[src/rtl/paced_burst_pkg.sv]
package paced_burst_pkg;
  localparam logic [2:0] OFS_CTRL   = 3'd0;
  localparam logic [2:0] OFS_PERIOD = 3'd1;
  localparam logic [2:0] OFS_BURST  = 3'd2;
  localparam logic [2:0] OFS_SRC_A  = 3'd3;
  localparam logic [2:0] OFS_CNT_A  = 3'd4;
  localparam logic [2:0] OFS_SRC_B  = 3'd5;
  localparam logic [2:0] OFS_CNT_B  = 3'd6;
  localparam logic [2:0] OFS_STAT   = 3'd7;

  localparam int ST_DONE  = 0;
  localparam int ST_OVR   = 1;
  localparam int ST_UDR   = 2;
  localparam int ST_BUSY  = 3;
  localparam int ST_SEL   = 4;
  localparam int ST_VLD_A = 5;
  localparam int ST_VLD_B = 6;
endpackage

[src/rtl/pace_timer.sv]
module pace_timer #(
  parameter int TW = 16
) (
  input  logic          clk,
  input  logic          rst_n,
  input  logic          run,
  input  logic [TW-1:0] period,
  input  logic          done_in,
  input  logic          done_clr,
  output logic          tick,
  output logic          raw_done
);
  logic [TW-1:0] cnt_q;

  assign tick = run && (cnt_q == '0);

  always_ff @(posedge clk) begin
    if (!rst_n) begin
      cnt_q    <= '0;
      raw_done <= 1'b0;
    end else begin
      if (!run || cnt_q == '0) cnt_q <= period;
      else                     cnt_q <= cnt_q - TW'(1);
      if (done_in)       raw_done <= 1'b1;
      else if (done_clr) raw_done <= 1'b0;
    end
  end

  // a nonzero period never yields ticks on consecutive cycles
  p_tick_gap_r1: assert property (@(posedge clk) disable iff (!rst_n)
    (tick && period != '0) |=> !tick);
  // completion from the engine is latched as raw done status
  p_done_latch_r6: assert property (@(posedge clk) disable iff (!rst_n)
    done_in |=> raw_done);
endmodule

[src/rtl/pace_regs.sv]
module pace_regs
  import paced_burst_pkg::*;
#(
  parameter int AW = 16,
  parameter int TW = 16,
  parameter int CW = 10,
  parameter int DW = 16
) (
  input  logic          clk,
  input  logic          rst_n,
  input  logic          reg_we,
  input  logic [2:0]    reg_addr,
  input  logic [DW-1:0] reg_wdata,
  output logic [DW-1:0] reg_rdata,
  output logic          en,
  output logic          pp,
  output logic          ie,
  output logic [TW-1:0] period,
  output logic [CW-1:0] burst_m1,
  output logic [AW-1:0] src_a,
  output logic [CW-1:0] cnt_a,
  output logic          vld_a,
  output logic [AW-1:0] src_b,
  output logic [CW-1:0] cnt_b,
  output logic          vld_b,
  output logic          done_clr,
  input  logic          clr_vld_a,
  input  logic          clr_vld_b,
  input  logic          ovr_set,
  input  logic          udr_set,
  input  logic          raw_done,
  input  logic          running,
  input  logic          sel
);
  logic ovr_q, udr_q;

  assign done_clr = reg_we && reg_addr == OFS_STAT && reg_wdata[ST_DONE];

  always_ff @(posedge clk) begin
    if (!rst_n) begin
      en <= 1'b0; pp <= 1'b0; ie <= 1'b0;
      period <= '0; burst_m1 <= '0;
      src_a <= '0; cnt_a <= '0; vld_a <= 1'b0;
      src_b <= '0; cnt_b <= '0; vld_b <= 1'b0;
      ovr_q <= 1'b0; udr_q <= 1'b0;
    end else begin
      if (clr_vld_a) vld_a <= 1'b0;
      if (clr_vld_b) vld_b <= 1'b0;
      if (reg_we) begin
        case (reg_addr)
          OFS_CTRL:   begin en <= reg_wdata[0]; pp <= reg_wdata[1]; ie <= reg_wdata[2]; end
          OFS_PERIOD: period   <= reg_wdata[TW-1:0];
          OFS_BURST:  burst_m1 <= reg_wdata[CW-1:0];
          OFS_SRC_A:  src_a    <= reg_wdata[AW-1:0];
          OFS_CNT_A:  begin cnt_a <= reg_wdata[CW-1:0]; vld_a <= 1'b1; end
          OFS_SRC_B:  src_b    <= reg_wdata[AW-1:0];
          OFS_CNT_B:  begin cnt_b <= reg_wdata[CW-1:0]; vld_b <= 1'b1; end
          default: begin
            if (reg_wdata[ST_OVR]) ovr_q <= 1'b0;
            if (reg_wdata[ST_UDR]) udr_q <= 1'b0;
          end
        endcase
      end
      if (ovr_set) ovr_q <= 1'b1;
      if (udr_set) udr_q <= 1'b1;
    end
  end

  always_comb begin
    reg_rdata = '0;
    case (reg_addr)
      OFS_CTRL:   reg_rdata[2:0] = {ie, pp, en};
      OFS_PERIOD: reg_rdata[TW-1:0] = period;
      OFS_BURST:  reg_rdata[CW-1:0] = burst_m1;
      OFS_SRC_A:  reg_rdata[AW-1:0] = src_a;
      OFS_CNT_A:  reg_rdata[CW-1:0] = cnt_a;
      OFS_SRC_B:  reg_rdata[AW-1:0] = src_b;
      OFS_CNT_B:  reg_rdata[CW-1:0] = cnt_b;
      default: begin
        reg_rdata[ST_DONE]  = raw_done;
        reg_rdata[ST_OVR]   = ovr_q;
        reg_rdata[ST_UDR]   = udr_q;
        reg_rdata[ST_BUSY]  = running;
        reg_rdata[ST_SEL]   = sel;
        reg_rdata[ST_VLD_A] = vld_a;
        reg_rdata[ST_VLD_B] = vld_b;
      end
    endcase
  end

  // an overrun event is always visible as a sticky flag afterwards
  p_ovr_sticky_r7: assert property (@(posedge clk) disable iff (!rst_n)
    ovr_set |=> ovr_q);
  // an underrun event is always visible as a sticky flag afterwards
  p_udr_sticky_r9: assert property (@(posedge clk) disable iff (!rst_n)
    udr_set |=> udr_q);
endmodule

[src/rtl/burst_mover.sv]
module burst_mover #(
  parameter int AW = 16,
  parameter int CW = 10,
  localparam int NW = CW + 1
) (
  input  logic          clk,
  input  logic          rst_n,
  input  logic          en,
  input  logic          pp,
  input  logic          req,
  input  logic [CW-1:0] burst_m1,
  input  logic [AW-1:0] src_a,
  input  logic [CW-1:0] cnt_a,
  input  logic          vld_a,
  input  logic [AW-1:0] src_b,
  input  logic [CW-1:0] cnt_b,
  input  logic          vld_b,
  input  logic          out_ready,
  output logic          out_valid,
  output logic [AW-1:0] mem_addr,
  output logic          done_pulse,
  output logic          clr_vld_a,
  output logic          clr_vld_b,
  output logic          ovr_pulse,
  output logic          udr_pulse,
  output logic          running,
  output logic          sel
);
  logic          en_q, pend_q;
  logic [AW-1:0] addr_q;
  logic [NW-1:0] rem_q, beats_q, bsize, first_n;
  logic          bursting, beat, buf_end, oth_vld;
  logic [AW-1:0] oth_src;
  logic [CW-1:0] oth_cnt;

  always_comb begin
    bsize      = NW'(burst_m1) + NW'(1);
    first_n    = (bsize < rem_q) ? bsize : rem_q;
    bursting   = beats_q != '0;
    out_valid  = bursting && en;
    beat       = out_valid && out_ready;
    buf_end    = beat && (rem_q == NW'(1));
    oth_vld    = sel ? vld_a : vld_b;
    oth_src    = sel ? src_a : src_b;
    oth_cnt    = sel ? cnt_a : cnt_b;
    done_pulse = running && buf_end;
    clr_vld_a  = done_pulse && !sel;
    clr_vld_b  = done_pulse && sel;
    ovr_pulse  = en && running && bursting && req && pend_q;
    udr_pulse  = (en && !en_q && !vld_a) || (done_pulse && pp && !oth_vld);
  end

  assign mem_addr = addr_q;

  always_ff @(posedge clk) begin
    if (!rst_n) begin
      en_q <= 1'b0; pend_q <= 1'b0; running <= 1'b0; sel <= 1'b0;
      addr_q <= '0; rem_q <= '0; beats_q <= '0;
    end else begin
      en_q <= en;
      if (!en) begin
        running <= 1'b0; beats_q <= '0; pend_q <= 1'b0;
      end else if (!en_q) begin
        if (vld_a) begin
          running <= 1'b1; sel <= 1'b0; addr_q <= src_a;
          rem_q   <= NW'(cnt_a) + NW'(1);
        end
        beats_q <= '0; pend_q <= 1'b0;
      end else if (running) begin
        if (bursting) begin
          if (req) pend_q <= 1'b1;
          if (beat) begin
            addr_q  <= addr_q + AW'(2);
            rem_q   <= rem_q - NW'(1);
            beats_q <= beats_q - NW'(1);
          end
        end else if (req || pend_q) begin
          beats_q <= first_n;
          pend_q  <= req && pend_q;
        end
        if (buf_end) begin
          if (pp && oth_vld) begin
            sel    <= !sel;
            addr_q <= oth_src;
            rem_q  <= NW'(oth_cnt) + NW'(1);
          end else begin
            running <= 1'b0;
            pend_q  <= 1'b0;
          end
        end
      end
    end
  end

  // a stalled item stays offered at the same address
  p_hold_stall_r5: assert property (@(posedge clk) disable iff (!rst_n)
    (out_valid && !out_ready && en) |=> ((out_valid && $stable(mem_addr)) || !en));
  // the address advances by one half-word per accepted item inside a buffer
  p_addr_step_r4: assert property (@(posedge clk) disable iff (!rst_n)
    (beat && !buf_end) |=> (mem_addr == $past(mem_addr) + AW'(2)));
  // a burst never claims more items than the buffer still holds
  p_burst_bound_r3: assert property (@(posedge clk) disable iff (!rst_n)
    running |-> (beats_q <= rem_q && rem_q != '0 && rem_q <= NW'(1 << CW)));
endmodule

[src/rtl/paced_burst_dma.sv]
module paced_burst_dma #(
  parameter int AW = 16,
  parameter int TW = 16,
  parameter int CW = 10,
  localparam int DW = (AW > TW) ? AW : TW
) (
  input  logic          clk,
  input  logic          rst_n,
  input  logic          reg_we,
  input  logic [2:0]    reg_addr,
  input  logic [DW-1:0] reg_wdata,
  output logic [DW-1:0] reg_rdata,
  output logic [AW-1:0] mem_addr,
  input  logic [15:0]   mem_rdata,
  output logic          out_valid,
  input  logic          out_ready,
  output logic [15:0]   out_data,
  output logic          irq
);
  logic          en, pp, ie, vld_a, vld_b, done_clr, raw_done, tick;
  logic          done_pulse, clr_vld_a, clr_vld_b, ovr_pulse, udr_pulse, running, sel;
  logic [TW-1:0] period;
  logic [CW-1:0] burst_m1, cnt_a, cnt_b;
  logic [AW-1:0] src_a, src_b;

  pace_regs #(.AW(AW), .TW(TW), .CW(CW), .DW(DW)) u_regs (
    .clk(clk), .rst_n(rst_n), .reg_we(reg_we), .reg_addr(reg_addr),
    .reg_wdata(reg_wdata), .reg_rdata(reg_rdata),
    .en(en), .pp(pp), .ie(ie), .period(period), .burst_m1(burst_m1),
    .src_a(src_a), .cnt_a(cnt_a), .vld_a(vld_a),
    .src_b(src_b), .cnt_b(cnt_b), .vld_b(vld_b), .done_clr(done_clr),
    .clr_vld_a(clr_vld_a), .clr_vld_b(clr_vld_b), .ovr_set(ovr_pulse),
    .udr_set(udr_pulse), .raw_done(raw_done), .running(running), .sel(sel)
  );

  pace_timer #(.TW(TW)) u_timer (
    .clk(clk), .rst_n(rst_n), .run(en), .period(period),
    .done_in(done_pulse), .done_clr(done_clr), .tick(tick), .raw_done(raw_done)
  );

  burst_mover #(.AW(AW), .CW(CW)) u_mover (
    .clk(clk), .rst_n(rst_n), .en(en), .pp(pp), .req(tick), .burst_m1(burst_m1),
    .src_a(src_a), .cnt_a(cnt_a), .vld_a(vld_a),
    .src_b(src_b), .cnt_b(cnt_b), .vld_b(vld_b),
    .out_ready(out_ready), .out_valid(out_valid), .mem_addr(mem_addr),
    .done_pulse(done_pulse), .clr_vld_a(clr_vld_a), .clr_vld_b(clr_vld_b),
    .ovr_pulse(ovr_pulse), .udr_pulse(udr_pulse), .running(running), .sel(sel)
  );

  assign out_data = mem_rdata;
  assign irq      = raw_done && ie;

  // the interrupt only rises on the cycle after a buffer completes
  p_irq_after_done_r6: assert property (@(posedge clk) disable iff (!rst_n)
    $rose(irq) |-> ($past(done_pulse) || $rose(ie)));
endmodule

[config.mk]
export PLATFORM = sky130hd
export DESIGN_NAME = paced_burst_dma
export DESIGN_NICKNAME = d
export VERILOG_FILES = /design/src/rtl/paced_burst_pkg.sv /design/src/rtl/pace_timer.sv /design/src/rtl/pace_regs.sv /design/src/rtl/burst_mover.sv /design/src/rtl/paced_burst_dma.sv
export SDC_FILE = /design/constraint.sdc
export NUM_CORES = 1
export LEC_CHECK = 0
export ABC_AREA = 1
export BUFFER_PORTS_ARGS = -buffer_cell sky130_fd_sc_hd__buf_2
export CAP_MARGIN = 40
export CORE_ASPECT_RATIO = 0.5
export CORE_UTILIZATION = 38
export CTS_CLUSTER_DIAMETER = 200
export DETAILED_ROUTE_END_ITERATION = 6
export PLACE_DENSITY = 0.67
export SLEW_MARGIN = 30
export SYNTH_ARGS = -nofsm -noshare
export SYNTH_HDL_FRONTEND = slang
export SYNTH_SLANG_ARGS = --single-unit
[constraint.sdc]
create_clock -name clk -period 4.4 [get_ports clk]
set_clock_uncertainty 0.2 [all_clocks]
set_input_delay 0.44 -clock clk [delete_from_list [all_inputs] [get_ports clk]]
set_output_delay 0.44 -clock clk [all_outputs]
set_load 0.02 [all_outputs]
==> results of run 1 <==
[cells in the mapped netlist, types with 6 or more instances]
cell type,instances
a21oi_1,154
a221oi_1,8
a31oi_1,6
buf_2,10
buf_4,17
clkbuf_1,39
dfxtp_1,144
ha_1,19
inv_1,155
inv_2,12
nand2_1,232
nand2_2,11
nand3_1,65
nand4_1,12
nor2_1,121
nor2_2,6
nor2_4,6
nor3_1,15
o211ai_1,6
o21ai_0,160
o21ai_1,31
o21ai_2,10
o221ai_1,8
o22ai_1,16
xnor2_1,8
xor2_1,25
[worst max-delay path: cells and delay by family (launching register included)]
kind,cells,cell delay [ns]
DFF,1,0.40
AOI/OAI and AO/OA,4,0.65
and+or+nand+nor,10,1.54
adders and majority gates,2,0.50
[sequential cells by signal, indices dropped and copies added (netlist names), 10 cells and up]
register and cells:
u_regs.cnt_b 10, u_mover.beats_q 11, u_regs.src_b 16, u_mover.mem_addr 16, u_mover.rem_q 11, u_regs.burst_m1 10, u_regs.src_a 16, u_regs.period 16
u_regs.cnt_a 10, u_timer.cnt_q 16
[power by group through the flow]
stage                     clock network, mW  registers (mW)  logic, mW
final                                  1.42            1.36      0.339
after CTS                              1.43            1.36      0.329
after detailed placement                  0            1.39      0.326
after global routing                   1.49            1.37      0.373
after global placement                    0            1.39      0.316
after floorplan                           0            1.38      0.252
[routing by layer]
metal | wire (um) | GRT usage [%]
met2 | 12410 | 34.64
met4 | 479 | 6.806
met1 | 13320 | 35.13
met5 | 0 | 0
met3 | 2374 | 4.325
[kinds of logic after synthesis]
| group | Yosys count |
|---|---|
| XOR/XNOR | 33 |
| adder cells (fa/ha/maj) | 19 |
| flip-flops | 144 |
| AO/OA/AOI/OAI | 415 |
| AND/OR/NAND/NOR | 489 |
| buffers and inverters | 244 |
[placed cells by master (no fill, tap or decap), types with 4 or more instances in the layout]
| cell type | instances |
|---|---|
| nand2_1 | 232 |
| o21ai_0 | 160 |
| inv_1 | 155 |
| a21oi_1 | 154 |
| dfxtp_1 | 144 |
| nor2_1 | 121 |
| nand3_1 | 65 |
| buf_2 | 56 |
| o21ai_1 | 31 |
| xor2_1 | 25 |
| ha_1 | 19 |
| clkbuf_16 | 17 |
| o22ai_1 | 16 |
| nor3_1 | 15 |
| inv_2 | 12 |
| nand4_1 | 12 |
| nand2_2 | 11 |
| o21ai_2 | 10 |
| o221ai_1 | 8 |
| a221oi_1 | 8 |
| xnor2_1 | 8 |
| nor2_4 | 6 |
| nor2_2 | 6 |
| o211ai_1 | 6 |
| a31oi_1 | 6 |
| buf_4 | 6 |
| inv_6 | 5 |
| nor3_2 | 4 |
| o21a_1 | 4 |
[per-stage QoR]
stage	setup slack (ns)	cell area, sq um	power (mW)	utilization [%]
finish	1.005	9882	3.120	43.09
global route	0.6825	9882	3.230	43.09
CTS	1.095	9839	3.118	42.90
detailed placement	1.177	9273	1.718	40.43
global placement	1.251	9231	1.706	40.25
floorplan	1.697	8932	1.635	-
[final timing paths]
path	from	end	slack, ns
min reg2reg	u_timer.cnt_q[0]	u_timer.cnt_q[0]	0.24
min	reg_wdata[14]	u_regs.period[14]	0.06
max	u_regs.burst_m1[1]	u_mover.beats_q[1]	1.00
max reg2reg	u_regs.burst_m1[1]	u_mover.beats_q[1]	1.00
[area by class of cell]
| type | count | share of cell area (%) |
|---|---|---|
| Multi-Input combinational cell | 956 | 50.68 |
| Sequential cell | 144 | 29.17 |
| Inverter | 168 | 6.381 |
| Clock buffer | 19 | 4.482 |
| Timing Repair Buffer | 67 | 4.140 |
| Tap cell | 307 | 3.887 |
| Clock inverter | 12 | 1.253 |
==> flow_summary.toml, run 1 <==
[final_layout]
num-nets-final = 1412
layout.cells.non_filler = 1673
seqCellArea_sq_um = 2883
drive_above_1_share_pct = 11.71
multi_input_area_sq_um = 5009
antennaDiodeCount = 0
fill_cells = 2377
syn_to_final_growth_pct = 10.63

[worst_setup_path]
critPathMostFrequentCell = "nor2_1"
slowest_delay_ns = 0.40
cp_cell_sequence = "ha_1 > nand2_1 > nor2_1 > nand2_1 > nor2_1 > nand3_1 > nor2_1 > ha_1 > a21oi_1 > o21ai_0 > nor2b_1 > nand2_1 > o21ai_0 > a21oi_1 > nor2_1 > nor2_1"
path_max_fanout = 21
slowest_stage = "dfxtp_1"
cp-end-kind = "register"
start_kind = "register"
rr_worst_depth = 16
critPathArrivalTime_ns = 3.52
worstSetupPathType = "register to register"
required_ns = 4.52

[job]
maxCapViolCount = 0

[synthesis]
synth_fa_ha_area_share_pct = 2.661
synth_fp_nets = 1402
muxShareOfSynthArea_pct = 0
synthTopCellsByArea = "dfxtp_1 32%, nand2_1 9.7%, o21ai_0 9.0%"
yosys.area_share.simple_pct = 24.74
synth_ff_type = "dfxtp_1"
synth-warning-count = 0
synth_compound_area_share_pct = 25.44
synth_cell_types = 54
synth_top_area_cell = "dfxtp_1"
yosysSeqAreaShare_pct = 32.27
synth_edf_count = 0
async_flop_share_pct = 0
synth_top_family_by_area = "compound AO/OA/AOI/OAI gates"
ys_ff_latch = 144
synth_xor_area_share_pct = 3.236
synth_area_per_cell_sq_um = 6.646
syn_inst = 1344
netlist.area_leader.share_pct = 32.27
syn_area_sq_um = 8932

[detailed_routing]
vias_per_cell = 5.439
drtIter0Drc = 961
drt_wl_total_um = 28580
vias = 9100
final_antenna_net_count = 0
drc = 0
drtPass1Iterations = 5
wl_per_cell_um = 17.08

[power]
p_int_mw = 2.249
ir_worst_vdd_v = 0.0001920
switchingPower_mw = 0.8714
switching_share_pct = 27.93
leakage_nw = 4.006
power_frac_seq_pct = 43.7
clockPowerShare_pct = 45.4
p_per_area_nw_per_um2 = 315.8
pwr-share-comb_pct = 10.9

[placement]
gp_congestion = 0.9287
port_buffers = 56
place_inst = 1640
dp_hpwl_um = 21420

[clock_tree]
clk_latency_ns = 0.43
cts_made_buffers = 17
htree_levels = 4
post_cts_buffers = 0
cts_root_buffer = "clkbuf_16"
path_clk_slew_ns = 0.06
ctsHoldBuffers = 0
cts.repair.resized = 0
cts.path.max_buffers = 2
cts.sinks = 144
cts_tree = "built"

[die]
coreArea_sq_um = 22930
initial_core_util_pct = 38.95
die_x_um = 218.8
rows = 39
io_pins = 89
die-area_sq_um = 24160
die_h_um = 110.4

[timing]
rsz0062_at_grt = "no"
final-hold-violation-count = 0
fin_hold_ws_ns = 0.06288
setup_viol = 0
worstMarginPinSlew_ns = 0.7772
min_period_ns = 3.395
final_max_slew_viol_count = 0
tns_ns = 0
min_period_over_period_pct = 77.17
clock.fmax_mhz = 294.5
max_slew_margin_pct = 48.11

[global_route]
grt_usage_pct = 23.74
antenna_found_initial = 0
grt_pass1_wl_um = 44970
grt_max_degree = 108
grt_overflow_total = 0
grt_pass1_vias = 8145

[worst_hold_path]
hold_path_class = "input pin to register"
whs_path_depth = 3

[run_status]
status = "finished clean"
No activity file was read; power rests on OpenSTA's default activity.
==> run 2, diff against run 1 <==
==> constraint.sdc (replaced) <==
create_clock -name clk -period 3.5 [get_ports clk]
set_clock_uncertainty 0.2 [all_clocks]
set_input_delay 0.35 -clock clk [delete_from_list [all_inputs] [get_ports clk]]
set_output_delay 0.35 -clock clk [all_outputs]
set_load 0.02 [all_outputs]
==> run 2 against run 1 <==
- critical path depth did not move
- first-iteration DRC count grew 6.2%
- critical endpoint is now u_mover.beats_q[3]
- largest cell class unchanged
- sequential power is 26% higher
- highest routed layer unchanged
- non-clock buffer count rose by 5
- cell area grew 0.82%
- hold slack worse by 0.027 ns
- final cell count is 0.24% higher
- combinational power is 26% higher
- wire length grew 2.5%
==> flow_summary.toml, run 2 (same netlist as run 1, synthesis figures left out) <==
[run_status]
status = "finished clean"

[worst_setup_path]
critPathLaunch = "u_regs.burst_m1[1]"
critPathMostFrequentCell = "nor2_1"
cp_cell_sequence = "ha_1 > nand2_1 > nor2_1 > nand2_1 > nor2_1 > nand3_1 > nor2_1 > ha_1 > a21oi_1 > o21ai_0 > nor2b_1 > nand2_2 > o21ai_0 > a21oi_1 > nor2_1 > nor2_1"
slowest_stage = "dfxtp_1"
slowest_delay_ns = 0.40
reg2reg_from = "u_regs.burst_m1[1]"
critPathArrivalTime_ns = 3.21
path_max_fanout = 21
required_ns = 3.62
worstSetupPathType = "register to register"
cp-end-kind = "register"
start_kind = "register"

[detailed_routing]
vias_per_cell = 5.448
drtIter0Drc = 1021
wl_met1_um = 14070
vias = 9137
final_antenna_net_count = 0
top_layer = "met4"
drc = 0
wl_per_cell_um = 17.46
drtPass1Iterations = 7
drt_wl_total_um = 29290
route.met2.wl_um = 12300
wl_met3_um = 2369

[final_layout]
syn_to_final_growth_pct = 11.54
layout_common_cells = "231 x nand2_1, 160 x o21ai_0, 155 x inv_1, 154 x a21oi_1, 144 x dfxtp_1"
num-nets-final = 1417
antennaDiodeCount = 0
design_area_sq_um = 9963
drive_above_1_share_pct = 11.75
final_common_cell = "nand2_1"

[placement]
place_area_sq_um = 9281
port_buffers = 56
dp_hpwl_um = 21660
gp_congestion = 0.9468

[die]
die_x_um = 218.8
rows = 39
die_h_um = 110.4
io_pins = 89
coreArea_sq_um = 22930
die-area_sq_um = 24160
initial_core_util_pct = 38.95

[clock_tree]
htree_levels = 4
post_cts_buffers = 0
cts.sinks = 144
cts_root_buffer = "clkbuf_16"
cts_tree = "built"
path_clk_slew_ns = 0.06
clk_latency_ns = 0.43
cts_made_buffers = 17
cts.path.max_buffers = 2

[power]
ir_worst_vdd_v = 0.0002783
p_per_area_nw_per_um2 = 411.7
leakage_nw = 4.041

[global_route]
grt_max_degree = 96
grt_overflow_total = 0
grt_pass1_vias = 8033
grt_usage_pct = 23.97
antenna_found_initial = 0
grt_pass1_wl_um = 45020

[timing]
min_period_over_period_pct = 88.33
clock.fmax_mhz = 323.4
rsz0062_at_grt = "no"
min_period_ns = 3.092
tns_ns = 0
final-hold-violation-count = 0
final_max_slew_viol_count = 0
max_slew_margin_pct = 47.62
setup_viol = 0
worstMarginPinSlew_ns = 0.7857

[worst_hold_path]
holdCritStartpoint = "reg_wdata[10]"
hold_path_class = "input pin to register"

[job]
maxCapViolCount = 0
[run 2: cell types whose count changed in the layout (fill, tap and decap cells not counted), sizes merged]
| cell | change |
|---|---|
| clkinvlp | +1 |
| buf | +1 |
| dlygate4sd3 | +4 |
| inv | -3 |
| clkbuf | -1 |
| clkinv | -1 |
| bufinv | +3 |
[run 2: critical path: cells and delay by family (launching register included)]
family	cells	cell delay, ns
flip-flops	1	0.40
AO/OA/AOI/OAI	4	0.55
AND/OR/NAND/NOR	10	1.36
adder cells (fa/ha/maj)	2	0.49
[run 2: routing by layer]
layer | up-vias | GRT usage, %
li1 | 4504 | -
met1 | 4178 | 35.95
met5 | - | 0
met4 | 0 | 7.546
met2 | 412 | 34.05
met3 | 43 | 4.435
[run 2: path summary, 6_finish.rpt]
| check | to | slack (ns) | cells after the start |
|---|---|---|---|
| setup / recovery | u_mover.beats_q[3] | 0.41 | 16 |
| hold / removal | u_regs.src_b[10] | 0.04 | 3 |
| setup reg to reg | u_mover.beats_q[3] | 0.41 | 16 |
| hold reg to reg | u_timer.cnt_q[0] | 0.23 | 1 |
[run 2: layout make-up]
class                   instances  area [sq um]
multi-input cells             956          5011
well taps                     307         384.1
clock inverters                12         183.9
repair buffers                 72         441.7
flip-flops and latches        144          2883
clock buffers                  18         429.2
fillers                      2342         12970
inverters                     168         630.6
[run 2: through the flow]
step                      worst slack, ns  utilization (%)  power, mW  cells  hold WS [ns]
after floorplan                    0.7968                -      2.056   1344        0.2057
after global placement             0.3633            40.35      2.147   1640        0.2249
after detailed placement           0.2506            40.47      2.159   1641        0.2296
after CTS                          0.2450            43.32      4.093   1675       0.02914
after global routing              0.03064            43.44      4.218   1677       0.05385
final                              0.4083            43.44      4.102   1677       0.03593
[run 2: where the power goes]
part / leakage, nW / total, mW / switching, mW / internal [mW]
Combinational: 2.58 / 0.428 / 0.291 / 0.137
Sequential: 1.17 / 1.71 / 0.0326 / 1.68
Clock: 0.293 / 1.96 / 0.767 / 1.19
Total: 4.04 / 4.10 / 1.09 / 3.01
[run 2: timing repair]
item,4_1_cts,5_1_grt
resized for setup,0,1
hold endpoints to repair,4,0
hold buffers,4,0
endpoints found under the setup margin,0,10
